[config.mk]
export PLATFORM = sky130hd
export DESIGN_NAME = gpcl_top
export DESIGN_NICKNAME = d
export VERILOG_FILES = /design/src/rtl/gpcl_pkg.sv /design/src/rtl/gpcl_gate.sv /design/src/rtl/gpcl_lock.sv /design/src/rtl/gpcl_cfg.sv /design/src/rtl/gpcl_top.sv
export SDC_FILE = /design/constraint.sdc
export NUM_CORES = 1
export LEC_CHECK = 0
export ABC_AREA = 1
export BUFFER_PORTS_ARGS = -buffer_cell sky130_fd_sc_hd__buf_4
export CAP_MARGIN = 20
export CORE_MARGIN = 2
export CORE_UTILIZATION = 52
export DETAILED_ROUTE_END_ITERATION = 7
export PLACE_DENSITY = 0.81
export SKIP_LAST_GASP = 1
export SLEW_MARGIN = 10
export SYNTH_ARGS = -nofsm -noshare
export SYNTH_HDL_FRONTEND = slang
export SYNTH_SLANG_ARGS = --single-unit
[constraint.sdc]
create_clock -name clk -period 1.86 [get_ports clk]
set_input_delay 0.372 -clock clk [delete_from_list [all_inputs] [get_ports clk]]
set_output_delay 0.372 -clock clk [all_outputs]
set_load 0.01 [all_outputs]
[src/rtl/gpcl_pkg.sv]
package gpcl_pkg;
  localparam int ADDR_W = 4;

  typedef enum logic [ADDR_W-1:0] {
    RA_ALT  = 4'd0,
    RA_DEN  = 4'd1,
    RA_DRV2 = 4'd2,
    RA_DRV4 = 4'd3,
    RA_DRV8 = 4'd4,
    RA_PUP  = 4'd5,
    RA_PDN  = 4'd6,
    RA_ODE  = 4'd7,
    RA_SLEW = 4'd8,
    RA_LOCK = 4'd9,
    RA_CMT  = 4'd10
  } reg_addr_e;
endpackage

[src/rtl/gpcl_gate.sv]
module gpcl_gate #(
  parameter int WARMUP = 3
) (
  input  logic clk,
  input  logic rst_n,
  input  logic port_clk_en,
  output logic ready
);
  localparam int CW = $clog2(WARMUP + 1);
  localparam logic [CW-1:0] LIMIT = CW'(WARMUP);

  logic [CW-1:0] cnt_q;

  always_ff @(posedge clk or negedge rst_n) begin
    if (!rst_n)                cnt_q <= '0;
    else if (!port_clk_en)     cnt_q <= '0;
    else if (cnt_q != LIMIT)   cnt_q <= cnt_q + 1'b1;
  end

  assign ready = port_clk_en && (cnt_q == LIMIT);

  a_r2_not_ready_on_rise: assert property (@(posedge clk) disable iff (!rst_n)
    $rose(port_clk_en) |-> !ready);
  a_r2_not_ready_when_off: assert property (@(posedge clk) disable iff (!rst_n)
    !port_clk_en |-> !ready);
  a_r2_ready_holds: assert property (@(posedge clk) disable iff (!rst_n)
    (ready && port_clk_en) |=> (ready || !port_clk_en));
endmodule

[src/rtl/gpcl_lock.sv]
module gpcl_lock #(
  parameter int          PINS = 8,
  parameter int          DW   = 32,
  parameter logic [31:0] KEY  = 32'hC0DE_5A5A,
  parameter logic [7:0]  PROT = 8'h0F
) (
  input  logic            clk,
  input  logic            rst_n,
  input  logic            lock_wr,
  input  logic            cmt_wr,
  input  logic [DW-1:0]   wdata,
  output logic            unlocked,
  output logic [PINS-1:0] cmt_mask
);
  localparam logic [PINS-1:0] PROT_M = PINS'(PROT);

  logic unlk_q;
  logic [PINS-1:0] cmt_q;

  function automatic logic key_match(input logic [DW-1:0] v);
    return v == DW'(KEY);
  endfunction

  always_ff @(posedge clk or negedge rst_n) begin
    if (!rst_n) begin
      unlk_q <= 1'b0;
      cmt_q  <= ~PROT_M;
    end else if (lock_wr) begin
      unlk_q <= key_match(wdata);
    end else if (cmt_wr) begin
      if (unlk_q) cmt_q <= wdata[PINS-1:0];
      unlk_q <= 1'b0;
    end
  end

  assign unlocked = unlk_q;
  assign cmt_mask = cmt_q;

  a_r3_key_opens: assert property (@(posedge clk) disable iff (!rst_n)
    (lock_wr && key_match(wdata)) |=> unlocked);
  a_r3_bad_key_closes: assert property (@(posedge clk) disable iff (!rst_n)
    (lock_wr && !key_match(wdata)) |=> !unlocked);
  a_r4_locked_commit_kept: assert property (@(posedge clk) disable iff (!rst_n)
    (cmt_wr && !lock_wr && !unlocked) |=> $stable(cmt_mask));
  a_r5_commit_relocks: assert property (@(posedge clk) disable iff (!rst_n)
    (cmt_wr && !lock_wr) |=> !unlocked);
endmodule

[src/rtl/gpcl_cfg.sv]
module gpcl_cfg #(
  parameter int PINS = 8
) (
  input  logic                        clk,
  input  logic                        rst_n,
  input  logic                        wr_en,
  input  logic [gpcl_pkg::ADDR_W-1:0] addr,
  input  logic [PINS-1:0]             wd,
  input  logic [PINS-1:0]             cmt_mask,
  output logic [PINS-1:0]             alt,
  output logic [PINS-1:0]             den,
  output logic [PINS-1:0]             drv2,
  output logic [PINS-1:0]             drv4,
  output logic [PINS-1:0]             drv8,
  output logic [PINS-1:0]             pup,
  output logic [PINS-1:0]             pdn,
  output logic [PINS-1:0]             ode,
  output logic [PINS-1:0]             slew
);
  import gpcl_pkg::*;

  // Only commit-enabled bits take the new value.
  function automatic logic [PINS-1:0] guarded(input logic [PINS-1:0] old_v,
      input logic [PINS-1:0] new_v, input logic [PINS-1:0] mask);
    return (new_v & mask) | (old_v & ~mask);
  endfunction

  // Bits set in a partner register are cleared here.
  function automatic logic [PINS-1:0] evict(input logic [PINS-1:0] old_v,
      input logic [PINS-1:0] set_v);
    return old_v & ~set_v;
  endfunction

  always_ff @(posedge clk or negedge rst_n) begin
    if (!rst_n) begin
      alt <= '0; den <= '0; drv2 <= '0; drv4 <= '0; drv8 <= '0;
      pup <= '0; pdn <= '0; ode <= '0; slew <= '0;
    end else if (wr_en) begin
      case (addr)
        RA_ALT:  alt <= guarded(alt, wd, cmt_mask);
        RA_DEN:  den <= guarded(den, wd, cmt_mask);
        RA_DRV2: begin drv2 <= wd; drv4 <= evict(drv4, wd); drv8 <= evict(drv8, wd); end
        RA_DRV4: begin drv4 <= wd; drv2 <= evict(drv2, wd); drv8 <= evict(drv8, wd); end
        RA_DRV8: begin drv8 <= wd; drv2 <= evict(drv2, wd); drv4 <= evict(drv4, wd); end
        RA_PUP:  begin pup <= wd; pdn <= evict(pdn, wd); end
        RA_PDN:  begin pdn <= wd; pup <= evict(pup, wd); end
        RA_ODE:  ode <= wd;
        RA_SLEW: slew <= wd;
        default: ;
      endcase
    end
  end

  for (genvar i = 0; i < PINS; i++) begin : g_pin
    a_r7_one_drive: assert property (@(posedge clk) disable iff (!rst_n)
      $countones({drv2[i], drv4[i], drv8[i]}) <= 1);
    a_r8_one_pull: assert property (@(posedge clk) disable iff (!rst_n)
      $onehot0({pup[i], pdn[i]}));
  end

  a_r6_alt_guarded: assert property (@(posedge clk) disable iff (!rst_n)
    1'b1 |=> ((alt ^ $past(alt)) & ~$past(cmt_mask)) == '0);
  a_r6_den_guarded: assert property (@(posedge clk) disable iff (!rst_n)
    1'b1 |=> ((den ^ $past(den)) & ~$past(cmt_mask)) == '0);
  a_r9_ode_own_only: assert property (@(posedge clk) disable iff (!rst_n)
    !(wr_en && addr == RA_ODE) |=> $stable(ode));
endmodule

[src/rtl/gpcl_top.sv]
module gpcl_top #(
  parameter int          PINS   = 8,
  parameter int          DW     = 32,
  parameter int          WARMUP = 3,
  parameter logic [31:0] KEY    = 32'hC0DE_5A5A,
  parameter logic [7:0]  PROT   = 8'h0F
) (
  input  logic            clk,
  input  logic            rst_n,
  input  logic            port_clk_en,
  input  logic            bus_en,
  input  logic            bus_wr,
  input  logic [3:0]      bus_addr,
  input  logic [DW-1:0]   bus_wdata,
  output logic [DW-1:0]   bus_rdata,
  output logic            bus_err,
  output logic [PINS-1:0] cfg_alt,
  output logic [PINS-1:0] cfg_den,
  output logic [PINS-1:0] cfg_drv2,
  output logic [PINS-1:0] cfg_drv4,
  output logic [PINS-1:0] cfg_drv8,
  output logic [PINS-1:0] cfg_pup,
  output logic [PINS-1:0] cfg_pdn,
  output logic [PINS-1:0] cfg_od,
  output logic [PINS-1:0] cfg_slew
);
  import gpcl_pkg::*;

  logic            ready;
  logic            acc_ok;
  logic            wr_ok;
  logic            unlocked;
  logic [PINS-1:0] cmt_mask;
  logic [PINS-1:0] slew_raw;

  gpcl_gate #(.WARMUP(WARMUP)) gate_i (
    .clk(clk), .rst_n(rst_n), .port_clk_en(port_clk_en), .ready(ready)
  );

  assign bus_err = bus_en && !ready;
  assign acc_ok  = bus_en && ready;
  assign wr_ok   = acc_ok && bus_wr;

  gpcl_lock #(.PINS(PINS), .DW(DW), .KEY(KEY), .PROT(PROT)) lock_i (
    .clk(clk), .rst_n(rst_n),
    .lock_wr(wr_ok && bus_addr == RA_LOCK),
    .cmt_wr(wr_ok && bus_addr == RA_CMT),
    .wdata(bus_wdata), .unlocked(unlocked), .cmt_mask(cmt_mask)
  );

  gpcl_cfg #(.PINS(PINS)) cfg_i (
    .clk(clk), .rst_n(rst_n), .wr_en(wr_ok), .addr(bus_addr),
    .wd(bus_wdata[PINS-1:0]), .cmt_mask(cmt_mask),
    .alt(cfg_alt), .den(cfg_den), .drv2(cfg_drv2), .drv4(cfg_drv4),
    .drv8(cfg_drv8), .pup(cfg_pup), .pdn(cfg_pdn), .ode(cfg_od), .slew(slew_raw)
  );

  assign cfg_slew = slew_raw & cfg_drv8;

  always_comb begin
    bus_rdata = '0;
    if (acc_ok && !bus_wr) begin
      case (bus_addr)
        RA_ALT:  bus_rdata[PINS-1:0] = cfg_alt;
        RA_DEN:  bus_rdata[PINS-1:0] = cfg_den;
        RA_DRV2: bus_rdata[PINS-1:0] = cfg_drv2;
        RA_DRV4: bus_rdata[PINS-1:0] = cfg_drv4;
        RA_DRV8: bus_rdata[PINS-1:0] = cfg_drv8;
        RA_PUP:  bus_rdata[PINS-1:0] = cfg_pup;
        RA_PDN:  bus_rdata[PINS-1:0] = cfg_pdn;
        RA_ODE:  bus_rdata[PINS-1:0] = cfg_od;
        RA_SLEW: bus_rdata[PINS-1:0] = slew_raw;
        RA_LOCK: bus_rdata[0]        = ~unlocked;
        RA_CMT:  bus_rdata[PINS-1:0] = cmt_mask;
        default: ;
      endcase
    end
  end

  a_r2_err_blocks_write: assert property (@(posedge clk) disable iff (!rst_n)
    (bus_en && bus_wr && bus_err) |=> ($stable(cfg_alt) && $stable(cfg_den) &&
      $stable(cfg_drv8) && $stable(cfg_pup) && $stable(cfg_od) && $stable(cmt_mask)));
  a_r2_err_quiet_read: assert property (@(posedge clk) disable iff (!rst_n)
    bus_err |-> bus_rdata == '0);
  a_r10_slew_needs_8ma: assert property (@(posedge clk) disable iff (!rst_n)
    (cfg_slew & ~cfg_drv8) == '0);
endmodule

==> results_dict.tcl <==
set metrics [dict create \
    finalMaxSlewViolations 0 \
    cts_max_path_buffers 2 \
    cts.clk_slew.worst_paths_ns 0.09 \
    rr_endpoint "cfg_i.drv2[7]" \
    area_delta_synth_final_pct 31.84 \
    reg2reg_from "gate_i.cnt_q[0]" \
    yosys-top-cells-area "dfrtp_1 41%, nand2_1 20%, nand3_1 9.1%" \
    grt_setup_unrepaired "true" \
    postSynthAreaPerCell_sq_um 6.971 \
    yosys_register_bits 83 \
    cts-buffers-inserted 9 \
    worst_pin_slew_ns 0.5646 \
    cts_max_level 3 \
    die_y_microns 100.5 \
    grt_pass1_vias 4719 \
    required_ns 1.49 \
    rrSetupSlack_ns 0.09 \
    wl_mm 16.32 \
    gr-usage-met3_pct 3.537 \
    syn_inst 695 \
    setup_viol 8 \
    period_minus_slack_ns 1.910 \
    leakagePower_nw 3.474 \
    core.rowCount 35 \
    synth_xor_area_share_pct 0 \
    clock_skew_ns 0.008399 \
    synthSimpleGateAreaFrac_pct 37.24 \
    timing.fmax_ghz 0.5236 \
    cts_tree "done" \
    grt_pass1_wl_mm 25.24 \
    ys_top_cells_by_count "261 x nand2_1, 88 x nand3_1, 83 x o21ai_0, 79 x dfrtp_1, 44 x inv_1" \
    seq_area_frac_synth_pct 42.98 \
    grt_max_degree 42 \
    grt_antenna_before_repair 0 \
    synthAdderAreaFrac_pct 0.2583 \
    gr-total-overflow 0 \
    holdPathEnd "cfg_i.pup[5]" \
    grt_busiest_layer "met2" \
    fin_crit_sh_pct 102.7 \
    nets 873 \
    final_area_sq_um 6387 \
    final-hold-violation-count 0 \
    placed_cell_area_sq_um 5949 \
    p_per_area_nw_per_um2 581.9 \
    grt_use_met1_pct 45.81 \
    cts_root_buffer "clkbuf_8" \
    dieArea_sq_um 10100 \
    drtAntennaViolNets 0 \
    clock_sinks 83 \
    yosysWarnings 0 \
    crit_type "input pin to output pin" \
    cp_data_arrival_time_ns 1.54 \
    avgRoutedWirePerCell_microns 17.23 \
    gp_congestion 0.9520 \
    maxSlewHeadroom_pct 62.32 \
    initial_core_util_pct 52.93 \
    slowest_delay_ns 0.24 \
    async_flop_share_pct 100.0 \
    synth_edf_count 0 \
    crit_chain "buf_8 -> nand2_8 -> clkinvlp_4 -> nand3_2 -> nand2_2 -> nor2_4 -> nand3_2 -> nand2_1 -> inv_1 -> buf_6" \
    violations "setup timing" \
    hpwl_mm 11.58 \
    io_pins 146 \
    outcome "complete, but fails checks" \
    synth-main-ff-cell "dfrtp_1" \
    crit_family "simple AND/OR/NAND/NOR gates" \
    hp-class "input pin to register" \
    fillCellCount 729 \
    first_pass_iters 6 \
    synth_top_family_by_area "simple AND/OR/NAND/NOR gates" \
    synth_area_sq_um 4845 \
    min-delay-start "bus_wdata[5]" \
    drtIter0Drc 482 \
    synth_most_common_cell "nand2_1" \
    path_buf_inv 4 \
    synth_cell_types 27 \
    slowest_stage "clkinvlp_4" \
    ir_drop_mv 0.4190 \
    layout_setup_ws_ns -0.04976 \
    numPortBuffers 121 \
    grt_usage_pct 32.45 \
    drcViolationCount 0 \
    crit_top_cell "nand3_2" \
    ff2ff_path_depth 9 \
    synth_compound_area_share_pct 9.194 \
    vias_per_cell 5.624 \
    clk_latency_ns 0.36 \
    die_x_microns 100.5 \
    drive_above_1_share_pct 27.39 \
    use_met2_pct 52.56 \
    routed-via-count 5326 \
    crit_fanout 6 \
    place_worst_setup_slack_ns -0.1223 \
    synthMuxAreaShare_pct 0 \
    power_w 0.003717 \
    core-area_sq_um 9153 \
    yosysTopAreaCellShare_pct 40.81 \
    max-cap-violations 0 \
    n_antenna_cell 0 \
    synth_top_cell_by_area "dfrtp_1" \
    cp-end-kind "output pin" \
    cp-start-kind "input pin" \
    worstHoldPathCells 3 \
]
-- layout make-up --
type | instances | area (sq um) | area share [%]
inverters | 46 | 182.7 | 2.860
repair buffers | 156 | 1275 | 19.96
clock buffers | 9 | 123.9 | 1.939
flip-flops and latches | 83 | 2082 | 32.60
well taps | 111 | 138.9 | 2.174
multi-input cells | 534 | 2517 | 39.41
clock inverters | 7 | 60.06 | 0.9403
repair inverters | 1 | 7.507 | 0.1175
-- how the worst max path moves through the flow --
stage                    start      endpoint  slack, ns  cells past startpoint
3_3_place_gp       bus_addr[0]  bus_rdata[4]      -0.11                     10
3_5_place_dp       bus_addr[0]  bus_rdata[2]      -0.12                     10
4_1_cts        gate_i.cnt_q[0]  bus_rdata[0]      -0.08                      7
5_1_grt        gate_i.cnt_q[0]  bus_rdata[3]      -0.11                      7
2_1_floorplan      bus_addr[1]  bus_rdata[1]       0.12                     10
6_report           bus_addr[1]  bus_rdata[4]      -0.05                     10
-- stage by stage --
step | hold slack (ns) | setup TNS [ns] | instances | util [%]
after floorplan | 0.07641 | 0 | 718 | -
after global placement | 0.3136 | -0.5269 | 926 | 65.00
after detailed placement | 0.3289 | -0.5438 | 926 | 65.00
after CTS | 0.2323 | -0.4896 | 944 | 67.63
after global routing | 0.2685 | -1.016 | 947 | 69.79
final | 0.2420 | -0.2455 | 947 | 69.79
-- layer usage --
layer / vias up / share of wire [%]
met1: 2526 / 40
met3: 34 / 8.6
met5: - / 0
li1: 2459 / -
met2: 307 / 49
met4: 0 / 2.0
-- logic make-up after synthesis --
kind of cell | after synthesis
DFF | 83
buffers and inverters | 101
and+or+nand+nor | 420
adders and majority gates | 1
other | 1
AOI/OAI and AO/OA | 89
-- where the power goes --
part / switching [W] / internal, W / leakage [nW] / total, W
logic: 0.000332 / 0.000220 / 2.26 / 0.000552
clock network: 0.000755 / 0.000506 / 0.0844 / 0.00126
registers: 0.0000541 / 0.00185 / 1.13 / 0.00190
total: 0.00114 / 0.00258 / 3.47 / 0.00372
-- worst reg2reg max path: cells and delay by family (launching register included) --
kind | cells | cell delay [ns]
buffers and inverters | 3 | 0.55
adder cells (fa/ha/maj) | 1 | 0.21
AND/OR/NAND/NOR | 5 | 0.55
flip-flops | 1 | 0.40
-- placed cells by master, fill, tap and decap left out, types with 4 or more instances in the layout --
| master | Yosys | routed |
|---|---|---|
| nand2_1 | 261 | 252 |
| buf_4 | 29 | 143 |
| o21ai_0 | 83 | 83 |
| dfrtp_1 | 79 | 79 |
| nand3_1 | 88 | 77 |
| inv_1 | 44 | 39 |
| nor2_1 | 41 | 33 |
| conb_1 | 1 | 24 |
| nand3_2 | 2 | 13 |
| nand2_2 | 5 | 11 |
| clkbuf_8 | 0 | 9 |
| nor2_4 | 2 | 8 |
| nor2_2 | 4 | 6 |
| clkinvlp_4 | 0 | 6 |
| buf_12 | 0 | 6 |
| nand4_1 | 5 | 5 |
| nor3_1 | 6 | 5 |
| buf_6 | 0 | 5 |
| inv_2 | 2 | 4 |
| dfstp_2 | 4 | 4 |
-- what timing repair did --
| action | in CTS | in global routing |
|---|---|---|
| pin swaps | 1 | 22 |
| endpoints found under the setup margin | 8 | 60 |
| resized for setup | 13 | 43 |
| hold buffers | 1 | 0 |
| endpoints found under the hold margin | 23 | 0 |
| buffers inserted | 0 | 3 |
| cloned | 1 | 0 |
Note: power is estimated with default switching activity, not from simulation.
